### src/rtl/fsp_pkg.sv
package fsp_pkg;
    localparam int WORD_MAX = 32;
    localparam int MIN_W    = 4;
    localparam int WLEN_W   = $clog2(WORD_MAX);
    localparam int DUMMY_W  = 3;
    localparam int DLY_W    = 2;
    localparam int PER_W    = $clog2(2 * ((1 << DUMMY_W) - 1) + WORD_MAX);

    typedef struct packed {
        logic [WLEN_W-1:0]  wlen_m1;
        logic               fs_act_hi;
        logic [DLY_W-1:0]   fs_dly;
        logic [WLEN_W-1:0]  fs_wid_m1;
        logic               clk_idle;
        logic               tx_late;
        logic               rx_late;
        logic [DUMMY_W-1:0] lead;
        logic [DUMMY_W-1:0] trail;
        logic               full_duplex;
        logic               half_rx;
    } fsp_cfg_t;

    function automatic logic tx_on(input logic full, input logic half_rx);
        return full | ~half_rx;
    endfunction

    function automatic logic rx_on(input logic full, input logic half_rx);
        return full | half_rx;
    endfunction
endpackage

### src/rtl/fsp_seq.sv
module fsp_seq
    import fsp_pkg::*;
#(
    parameter int DIV_HALF = 2
) (
    input  logic               clk,
    input  logic               rst_n,
    input  fsp_cfg_t           cfg_live,
    input  logic               free_run,
    input  logic               tx_valid,
    output logic               tx_ready,
    output logic               start,
    output logic               take,
    output logic               run,
    output logic [PER_W-1:0]   per,
    output logic               half,
    output logic               step,
    output logic [WLEN_W-1:0]  lat_wlen_m1,
    output logic [DUMMY_W-1:0] lat_lead,
    output logic               lat_tx_late,
    output logic               lat_rx_late,
    output logic               lat_tx_on,
    output logic               lat_rx_on,
    output logic               sck,
    output logic               fs
);
    localparam int HC_W = (DIV_HALF > 1) ? $clog2(DIV_HALF) : 1;

    typedef struct packed {
        logic             run;
        logic             half;
        logic [HC_W-1:0]  hcnt;
        logic [PER_W-1:0] per;
        fsp_cfg_t         cfg;
    } seq_st_t;

    seq_st_t          s_d, s_q;
    logic             at_end, boundary, go, tx_en_live, rx_en_live, in_win;
    logic [PER_W-1:0] last_per;
    logic [PER_W:0]   win_hi;
    fsp_cfg_t         cfg_clamped;

    always_comb begin
        tx_en_live = tx_on(cfg_live.full_duplex, cfg_live.half_rx);
        rx_en_live = rx_on(cfg_live.full_duplex, cfg_live.half_rx);
        step       = (s_q.hcnt == HC_W'(DIV_HALF - 1));
        last_per   = PER_W'(s_q.cfg.lead) + PER_W'(s_q.cfg.wlen_m1) + PER_W'(s_q.cfg.trail);
        at_end     = s_q.run & step & s_q.half & (s_q.per == last_per);
        boundary   = ~s_q.run | at_end;
        go         = (tx_en_live & tx_valid) | (free_run & rx_en_live);

        cfg_clamped = cfg_live;
        if (cfg_live.wlen_m1 < WLEN_W'(MIN_W - 1))
            cfg_clamped.wlen_m1 = WLEN_W'(MIN_W - 1);

        s_d = s_q;
        if (s_q.run) begin
            if (step) begin
                s_d.hcnt = '0;
                s_d.half = ~s_q.half;
                if (s_q.half)
                    s_d.per = s_q.per + PER_W'(1);
            end else begin
                s_d.hcnt = s_q.hcnt + HC_W'(1);
            end
        end
        if (boundary) begin
            s_d.run = go;
            if (go) begin
                s_d.hcnt = '0;
                s_d.half = 1'b0;
                s_d.per  = '0;
                s_d.cfg  = cfg_clamped;
            end
        end

        win_hi = (PER_W+1)'(s_q.cfg.fs_dly) + (PER_W+1)'(s_q.cfg.fs_wid_m1);
        in_win = ((PER_W+1)'(s_q.per) >= (PER_W+1)'(s_q.cfg.fs_dly)) &&
                 ((PER_W+1)'(s_q.per) <= win_hi);
    end

    always_ff @(posedge clk or negedge rst_n) begin
        if (!rst_n) s_q <= '0;
        else        s_q <= s_d;
    end

    assign start       = boundary & go;
    assign tx_ready    = boundary & tx_en_live;
    assign take        = boundary & tx_en_live & tx_valid;
    assign run         = s_q.run;
    assign per         = s_q.per;
    assign half        = s_q.half;
    assign lat_wlen_m1 = s_q.cfg.wlen_m1;
    assign lat_lead    = s_q.cfg.lead;
    assign lat_tx_late = s_q.cfg.tx_late;
    assign lat_rx_late = s_q.cfg.rx_late;
    assign lat_tx_on   = tx_on(s_q.cfg.full_duplex, s_q.cfg.half_rx);
    assign lat_rx_on   = rx_on(s_q.cfg.full_duplex, s_q.cfg.half_rx);
    assign sck = s_q.run ? (s_q.half ? s_q.cfg.clk_idle : ~s_q.cfg.clk_idle) : cfg_live.clk_idle;
    assign fs  = s_q.run ? (in_win ? s_q.cfg.fs_act_hi : ~s_q.cfg.fs_act_hi) : ~cfg_live.fs_act_hi;


    per_range_chk: assert property (@(posedge clk) disable iff (!rst_n)
        s_q.run |-> (s_q.per <= last_per));

    cfg_frozen_chk: assert property (@(posedge clk) disable iff (!rst_n)
        (s_q.run && !start) |=> $stable(s_q.cfg));

    sck_half_chk: assert property (@(posedge clk) disable iff (!rst_n)
        (s_q.run && !step) |=> $stable(sck));
endmodule

### src/rtl/fsp_tx.sv
module fsp_tx
    import fsp_pkg::*;
(
    input  logic                clk,
    input  logic                rst_n,
    input  logic                start,
    input  logic                take,
    input  logic [WORD_MAX-1:0] tx_data,
    input  logic                run,
    input  logic [PER_W-1:0]    per,
    input  logic                half,
    input  logic [WLEN_W-1:0]   wlen_m1,
    input  logic [DUMMY_W-1:0]  lead,
    input  logic                tx_late,
    input  logic                tx_en,
    output logic                txd
);
    localparam int SW = PER_W + 1;

    typedef struct packed {
        logic [WORD_MAX-1:0] word;
    } tx_st_t;

    tx_st_t            t_d, t_q;
    logic [SW-1:0]     slot, launch, bitn, lo, hi;
    logic [WLEN_W-1:0] idx;
    logic              launch_ok, in_data;

    always_comb begin
        t_d = t_q;
        if (start)
            t_d.word = take ? tx_data : '0;

        slot      = {per, half};
        launch    = slot - SW'(tx_late);
        launch_ok = ~(tx_late & (slot == '0));
        bitn      = launch >> 1;
        lo        = SW'(lead);
        hi        = SW'(lead) + SW'(wlen_m1);
        in_data   = (bitn >= lo) && (bitn <= hi);
        idx       = WLEN_W'(hi - bitn);
        txd       = run & launch_ok & in_data & t_q.word[idx];
    end

    always_ff @(posedge clk or negedge rst_n) begin
        if (!rst_n) t_q <= '0;
        else        t_q <= t_d;
    end


    rx_only_quiet_chk: assert property (@(posedge clk) disable iff (!rst_n)
        (run && !tx_en) |-> !txd);
endmodule

### src/rtl/fsp_rx.sv
module fsp_rx
    import fsp_pkg::*;
(
    input  logic                clk,
    input  logic                rst_n,
    input  logic                start,
    input  logic                run,
    input  logic [PER_W-1:0]    per,
    input  logic                half,
    input  logic                step,
    input  logic [WLEN_W-1:0]   wlen_m1,
    input  logic [DUMMY_W-1:0]  lead,
    input  logic                rx_late,
    input  logic                rx_en,
    input  logic                rxd,
    input  logic                rx_ready,
    output logic                rx_valid,
    output logic [WORD_MAX-1:0] rx_data
);
    typedef struct packed {
        logic [WORD_MAX-2:0] sh;
        logic [WORD_MAX-1:0] hold;
        logic                done;
        logic                valid;
        logic [WORD_MAX-1:0] data;
    } rx_st_t;

    rx_st_t              r_d, r_q;
    logic [PER_W-1:0]    first_p, last_p;
    logic                samp, last_samp;
    logic [WORD_MAX-1:0] shifted;

    always_comb begin
        first_p   = PER_W'(lead);
        last_p    = PER_W'(lead) + PER_W'(wlen_m1);
        samp      = run & rx_en & step & (half == ~rx_late) & (per >= first_p) & (per <= last_p);
        last_samp = samp & (per == last_p);
        shifted   = {r_q.sh, rxd};

        r_d = r_q;
        if (r_q.done) begin
            r_d.data  = r_q.hold;
            r_d.valid = 1'b1;
        end else if (r_q.valid && rx_ready) begin
            r_d.valid = 1'b0;
        end
        r_d.done = last_samp;
        if (samp) begin
            r_d.sh = shifted[WORD_MAX-2:0];
            if (last_samp)
                r_d.hold = shifted;
        end
        if (start)
            r_d.sh = '0;
    end

    always_ff @(posedge clk or negedge rst_n) begin
        if (!rst_n) r_q <= '0;
        else        r_q <= r_d;
    end

    assign rx_valid = r_q.valid;
    assign rx_data  = r_q.data;


    rx_hold_chk: assert property (@(posedge clk) disable iff (!rst_n)
        (rx_valid && !rx_ready) |=> rx_valid);
endmodule

### src/rtl/frame_sync_port.sv
module frame_sync_port
    import fsp_pkg::*;
#(
    parameter int DIV_HALF = 2
) (
    input  logic                clk,
    input  logic                rst_n,
    input  logic [WLEN_W-1:0]   cfg_bits_m1,
    input  logic                cfg_sync_high,
    input  logic [DLY_W-1:0]    cfg_sync_delay,
    input  logic [WLEN_W-1:0]   cfg_sync_len_m1,
    input  logic                cfg_clk_idle,
    input  logic                cfg_tx_late,
    input  logic                cfg_rx_late,
    input  logic [DUMMY_W-1:0]  cfg_pre_clks,
    input  logic [DUMMY_W-1:0]  cfg_post_clks,
    input  logic                cfg_full_duplex,
    input  logic                cfg_half_rx,
    input  logic                cfg_free_run,
    input  logic                tx_valid,
    output logic                tx_ready,
    input  logic [WORD_MAX-1:0] tx_data,
    output logic                rx_valid,
    input  logic                rx_ready,
    output logic [WORD_MAX-1:0] rx_data,
    output logic                sck,
    output logic                fs,
    output logic                txd,
    input  logic                rxd
);
    fsp_cfg_t           cfg_live;
    logic               start, take, run, half, step;
    logic [PER_W-1:0]   per;
    logic [WLEN_W-1:0]  l_wlen_m1;
    logic [DUMMY_W-1:0] l_lead;
    logic               l_tx_late, l_rx_late, l_tx_on, l_rx_on;

    always_comb begin
        cfg_live.wlen_m1     = cfg_bits_m1;
        cfg_live.fs_act_hi   = cfg_sync_high;
        cfg_live.fs_dly      = cfg_sync_delay;
        cfg_live.fs_wid_m1   = cfg_sync_len_m1;
        cfg_live.clk_idle    = cfg_clk_idle;
        cfg_live.tx_late     = cfg_tx_late;
        cfg_live.rx_late     = cfg_rx_late;
        cfg_live.lead        = cfg_pre_clks;
        cfg_live.trail       = cfg_post_clks;
        cfg_live.full_duplex = cfg_full_duplex;
        cfg_live.half_rx     = cfg_half_rx;
    end

    fsp_seq #(.DIV_HALF(DIV_HALF)) i_seq (
        .clk(clk), .rst_n(rst_n), .cfg_live(cfg_live), .free_run(cfg_free_run),
        .tx_valid(tx_valid), .tx_ready(tx_ready), .start(start), .take(take),
        .run(run), .per(per), .half(half), .step(step),
        .lat_wlen_m1(l_wlen_m1), .lat_lead(l_lead), .lat_tx_late(l_tx_late),
        .lat_rx_late(l_rx_late), .lat_tx_on(l_tx_on), .lat_rx_on(l_rx_on),
        .sck(sck), .fs(fs)
    );

    fsp_tx i_tx (
        .clk(clk), .rst_n(rst_n), .start(start), .take(take), .tx_data(tx_data),
        .run(run), .per(per), .half(half), .wlen_m1(l_wlen_m1), .lead(l_lead),
        .tx_late(l_tx_late), .tx_en(l_tx_on), .txd(txd)
    );

    fsp_rx i_rx (
        .clk(clk), .rst_n(rst_n), .start(start), .run(run), .per(per), .half(half),
        .step(step), .wlen_m1(l_wlen_m1), .lead(l_lead), .rx_late(l_rx_late),
        .rx_en(l_rx_on), .rxd(rxd), .rx_ready(rx_ready), .rx_valid(rx_valid),
        .rx_data(rx_data)
    );
endmodule

### config.mk
export PLATFORM = sky130hd
export DESIGN_NAME = frame_sync_port
export DESIGN_NICKNAME = d
export VERILOG_FILES = /design/src/rtl/fsp_pkg.sv /design/src/rtl/fsp_seq.sv /design/src/rtl/fsp_tx.sv /design/src/rtl/fsp_rx.sv /design/src/rtl/frame_sync_port.sv
export SDC_FILE = /design/constraint.sdc
export NUM_CORES = 1
export LEC_CHECK = 0
export BUFFER_PORTS_ARGS = -buffer_cell sky130_fd_sc_hd__buf_4
export CORE_UTILIZATION = 50
export DETAILED_ROUTE_END_ITERATION = 8
export PLACE_DENSITY = 0.7
export SYNTH_ARGS = -nofsm -noshare
export SYNTH_HDL_FRONTEND = slang
export SYNTH_SLANG_ARGS = --single-unit
### constraint.sdc
create_clock -name clk -period 9.05 [get_ports clk]
set_input_delay 0.4525 -clock clk [delete_from_list [all_inputs] [get_ports clk]]
set_output_delay 0.4525 -clock clk [all_outputs]
set_load 0.01 [all_outputs]
==> metrics.yaml <==
cp_slowest_cell: "fa_1"
cp_max_fo: 8
grt_use_total: 0.201
postCtsSetupBuffers: 0
numCtsBuffers: 17
clock-sinks: 162
nNetsFinal: 845
synthesis.instances: 687
cp_top_family: "adder cells"
pin_count: 99
ys_warn_count: 0
reg2reg_slack_ps: 4740
routed_via_density: 5.53
die_y_um: 130
status: "finished, final reports clean"
grt_first_pass_wirelength_um: 26300
synth_area_sq_um: 8190
grt_pass1_vias: 5348
wl_um: 15700
firstDrtPassIters: 5
num_vias: 5325
tritoncts: "yes"
async_flop_share: 1.00
worst_pin_slew_ps: 1190
drc: 0
cp-end-kind: "output port"
grt_max_degree: 105
synth-edff-count: 0
worst_setup_path_start_kind: "register"
design_power_total_mw: 3.84
synth_flop_cell: "dfrtp_1"
rows: 46
cts_hold_buffers: 0
peakVddDrop_uv: 323
crit_buf_inv: 3
max_stage_delay_ps: 810
clk_latency_ps: 420
relSlewSlack: 0.205
synthDistinctLibCells: 53
clk_pin_slew_ps: 60
cts.htree.levels: 4
hpwl_um: 10900
gp_congestion: 0.823
drt_iter0_markers: 283
worst_ep_arrival_time_ps: 4020
antenna_found_initial: 0
synth_seq_cells: 162
min_period_over_period: 0.494
rsz0062_at_grt: "false"
leakagePower_nw: 4.56
area_growth_pct: 14.5
power_density_nw_per_um2: 409
maxCapViolCount: 0
hold_viol: 0
finClkSkew_ps: 12.9
die_x_um: 130
syn-mean-instance-area_sq_um: 11.9
grt_overflow: 0
setup_viol: 0
syn_nets: 797
slew_violations: 0
finalSetupTns_ps: 0
drive_gt1_frac: 0.315
path_class: "register to output port"
core_area_sq_um: 15900
cts_resized: 0
reg2reg_depth: 12
port_buffers: 98
fin_crit_ps: 4470
cp-endpoint: "txd"
avgRoutedWirePerCell_um: 16.3
startpoint: "i_seq.per[0]$_DFF_PN0_"
crit_chain: "inv_1 > ha_1 > xor2_1 > inv_1 > fa_1 > mux4_2 > mux4_2 > mux2i_1 > nor4_1 > buf_4"
crit_cells: 10
cts_max_path_buffers: 2
cp.required_ps: 8600
initial_utilization: 0.514
ctsRootBufferMaster: "clkbuf_16"
dieArea_sq_um: 16900
hold_path.class: "input port to asynchronous set/reset pin"
drtAntennaViolNets: 0
reg2reg_to: "i_seq.lat_lead[1]$_DFFE_PN0N_"
timing.rr.start: "i_seq.lat_lead[0]$_DFFE_PN0N_"
insertedDiodeCount: 0
clock.fmax_ghz: 0.223
seq_area_frac_synth: 0.495
## flip-flops by register name, summed over array words and instances (netlist names), 3 cells and up
name,count
i_tx.t_q,32
i_rx.r_q,64
i_seq.per,6
i_rx.rx_data,32
i_seq.lat_lead,3
i_seq.s_q,14
i_seq.lat_wlen_m1,5
## placed cells by master (no fill, tap or decap), types with 4 or more instances in the layout
cell type,netlist,layout
nand2_1,12,12
nand4_1,5,5
fa_1,4,4
nor2b_1,6,6
dfrtp_1,162,162
xnor2_1,13,13
clkbuf_16,0,17
mux2_2,82,82
a22o_1,32,32
o21ai_0,45,45
nor2_1,20,19
buf_4,34,101
mux2_4,4,4
o21a_1,5,5
and2_1,4,4
mux4_2,10,10
ha_1,44,44
nand3_1,36,36
a21o_1,8,8
xor2_1,10,10
a21oi_1,43,42
inv_1,27,27
## worst min-delay path by stage
stage | startpoint | to | slack [ps] | cells after the start
2_1_floorplan | rst_n | i_rx.r_q[33]$_DFF_PN0_ | 160 | 0
3_3_place_gp | i_rx.rx_valid$_DFFE_PN0P_ | i_rx.rx_valid$_DFFE_PN0P_ | 460 | 1
3_5_place_dp | i_rx.rx_valid$_DFFE_PN0P_ | i_rx.rx_valid$_DFFE_PN0P_ | 470 | 1
4_1_cts | rst_n | i_rx.rx_data[23]$_DFFE_PN0P_ | 170 | 1
5_1_grt | rst_n | i_rx.rx_data[23]$_DFFE_PN0P_ | 220 | 1
6_report | rst_n | i_rx.rx_data[23]$_DFFE_PN0P_ | 140 | 1
## metrics by stage
stage	instance area, sq um	std cells	hold slack (ps)	util	setup slack, ps
5_1_grt	9380	963	215	0.588	4460
2_1_floorplan	8190	687	157	-	5460
4_1_cts	9380	963	173	0.588	4580
3_3_place_gp	8820	932	464	0.553	4840
3_5_place_dp	8820	932	474	0.553	4790
6_report	9380	963	141	0.588	4580
## report_power, final
part           leakage (nW)  switching [mW]  internal (mW)
clock network         0.270           0.286          0.396
registers              2.14           0.203          0.957
logic                  2.15            1.03          0.968
total                  4.56            1.52           2.32
## cell type report
| type | count | area (sq um) |
|---|---|---|
| clock buffer | 22 | 464 |
| clock inverter | 9 | 96.3 |
| fill | 1308 | 6560 |
| inverter | 27 | 101 |
| multi-input combinational | 425 | 3630 |
| sequential | 162 | 4050 |
| tap | 216 | 270 |
| timing repair buffer | 102 | 769 |
## per-layer routing
layer,track usage,share of wire,up-vias
li1,-,-,2528
met1,0.274,0.48,2638
met2,0.323,0.47,146
met3,0.0414,0.040,13
met4,0.0670,0.010,0
met5,0,0,-
## cell families (layout without fill, tap and decap cells)
logic type	after synthesis	count (layout)	synth area share
fa+ha+maj	48	48	0.0770
simple gates	107	107	0.0687
xor+xnor	24	24	0.0273
flops	162	162	0.495
compound gates	148	148	0.117
mux	98	98	0.150
buf+inv	100	160	0.0649
## cells in the mapped netlist (all sizes together), types with 2 or more instances
library cell	instances	share of area
xnor2	13	0.014
ha	44	0.067
mux4	10	0.027
nor2	21	0.0099
mux2i	2	0.0024
buf	48	0.041
clkbuf	25	0.011
inv	27	0.012
and4	2	0.0021
a21oi	43	0.026
nand4	5	0.0038
mux2	86	0.12
and3	4	0.0037
xor2	10	0.011
nor3	3	0.0018
fa	4	0.0098
and2	4	0.0031
nand3	37	0.023
nand2b	3	0.0023
nand2	12	0.0055
a21o	8	0.0073
a22o	32	0.034
nor2b	7	0.0057
o21ai	45	0.027
dfrtp	162	0.49
nor4	3	0.0023
o22ai	3	0.0023
or2	3	0.0023
a21boi	2	0.0018
o21a	5	0.0046
(Power assumes the default switching activity.)
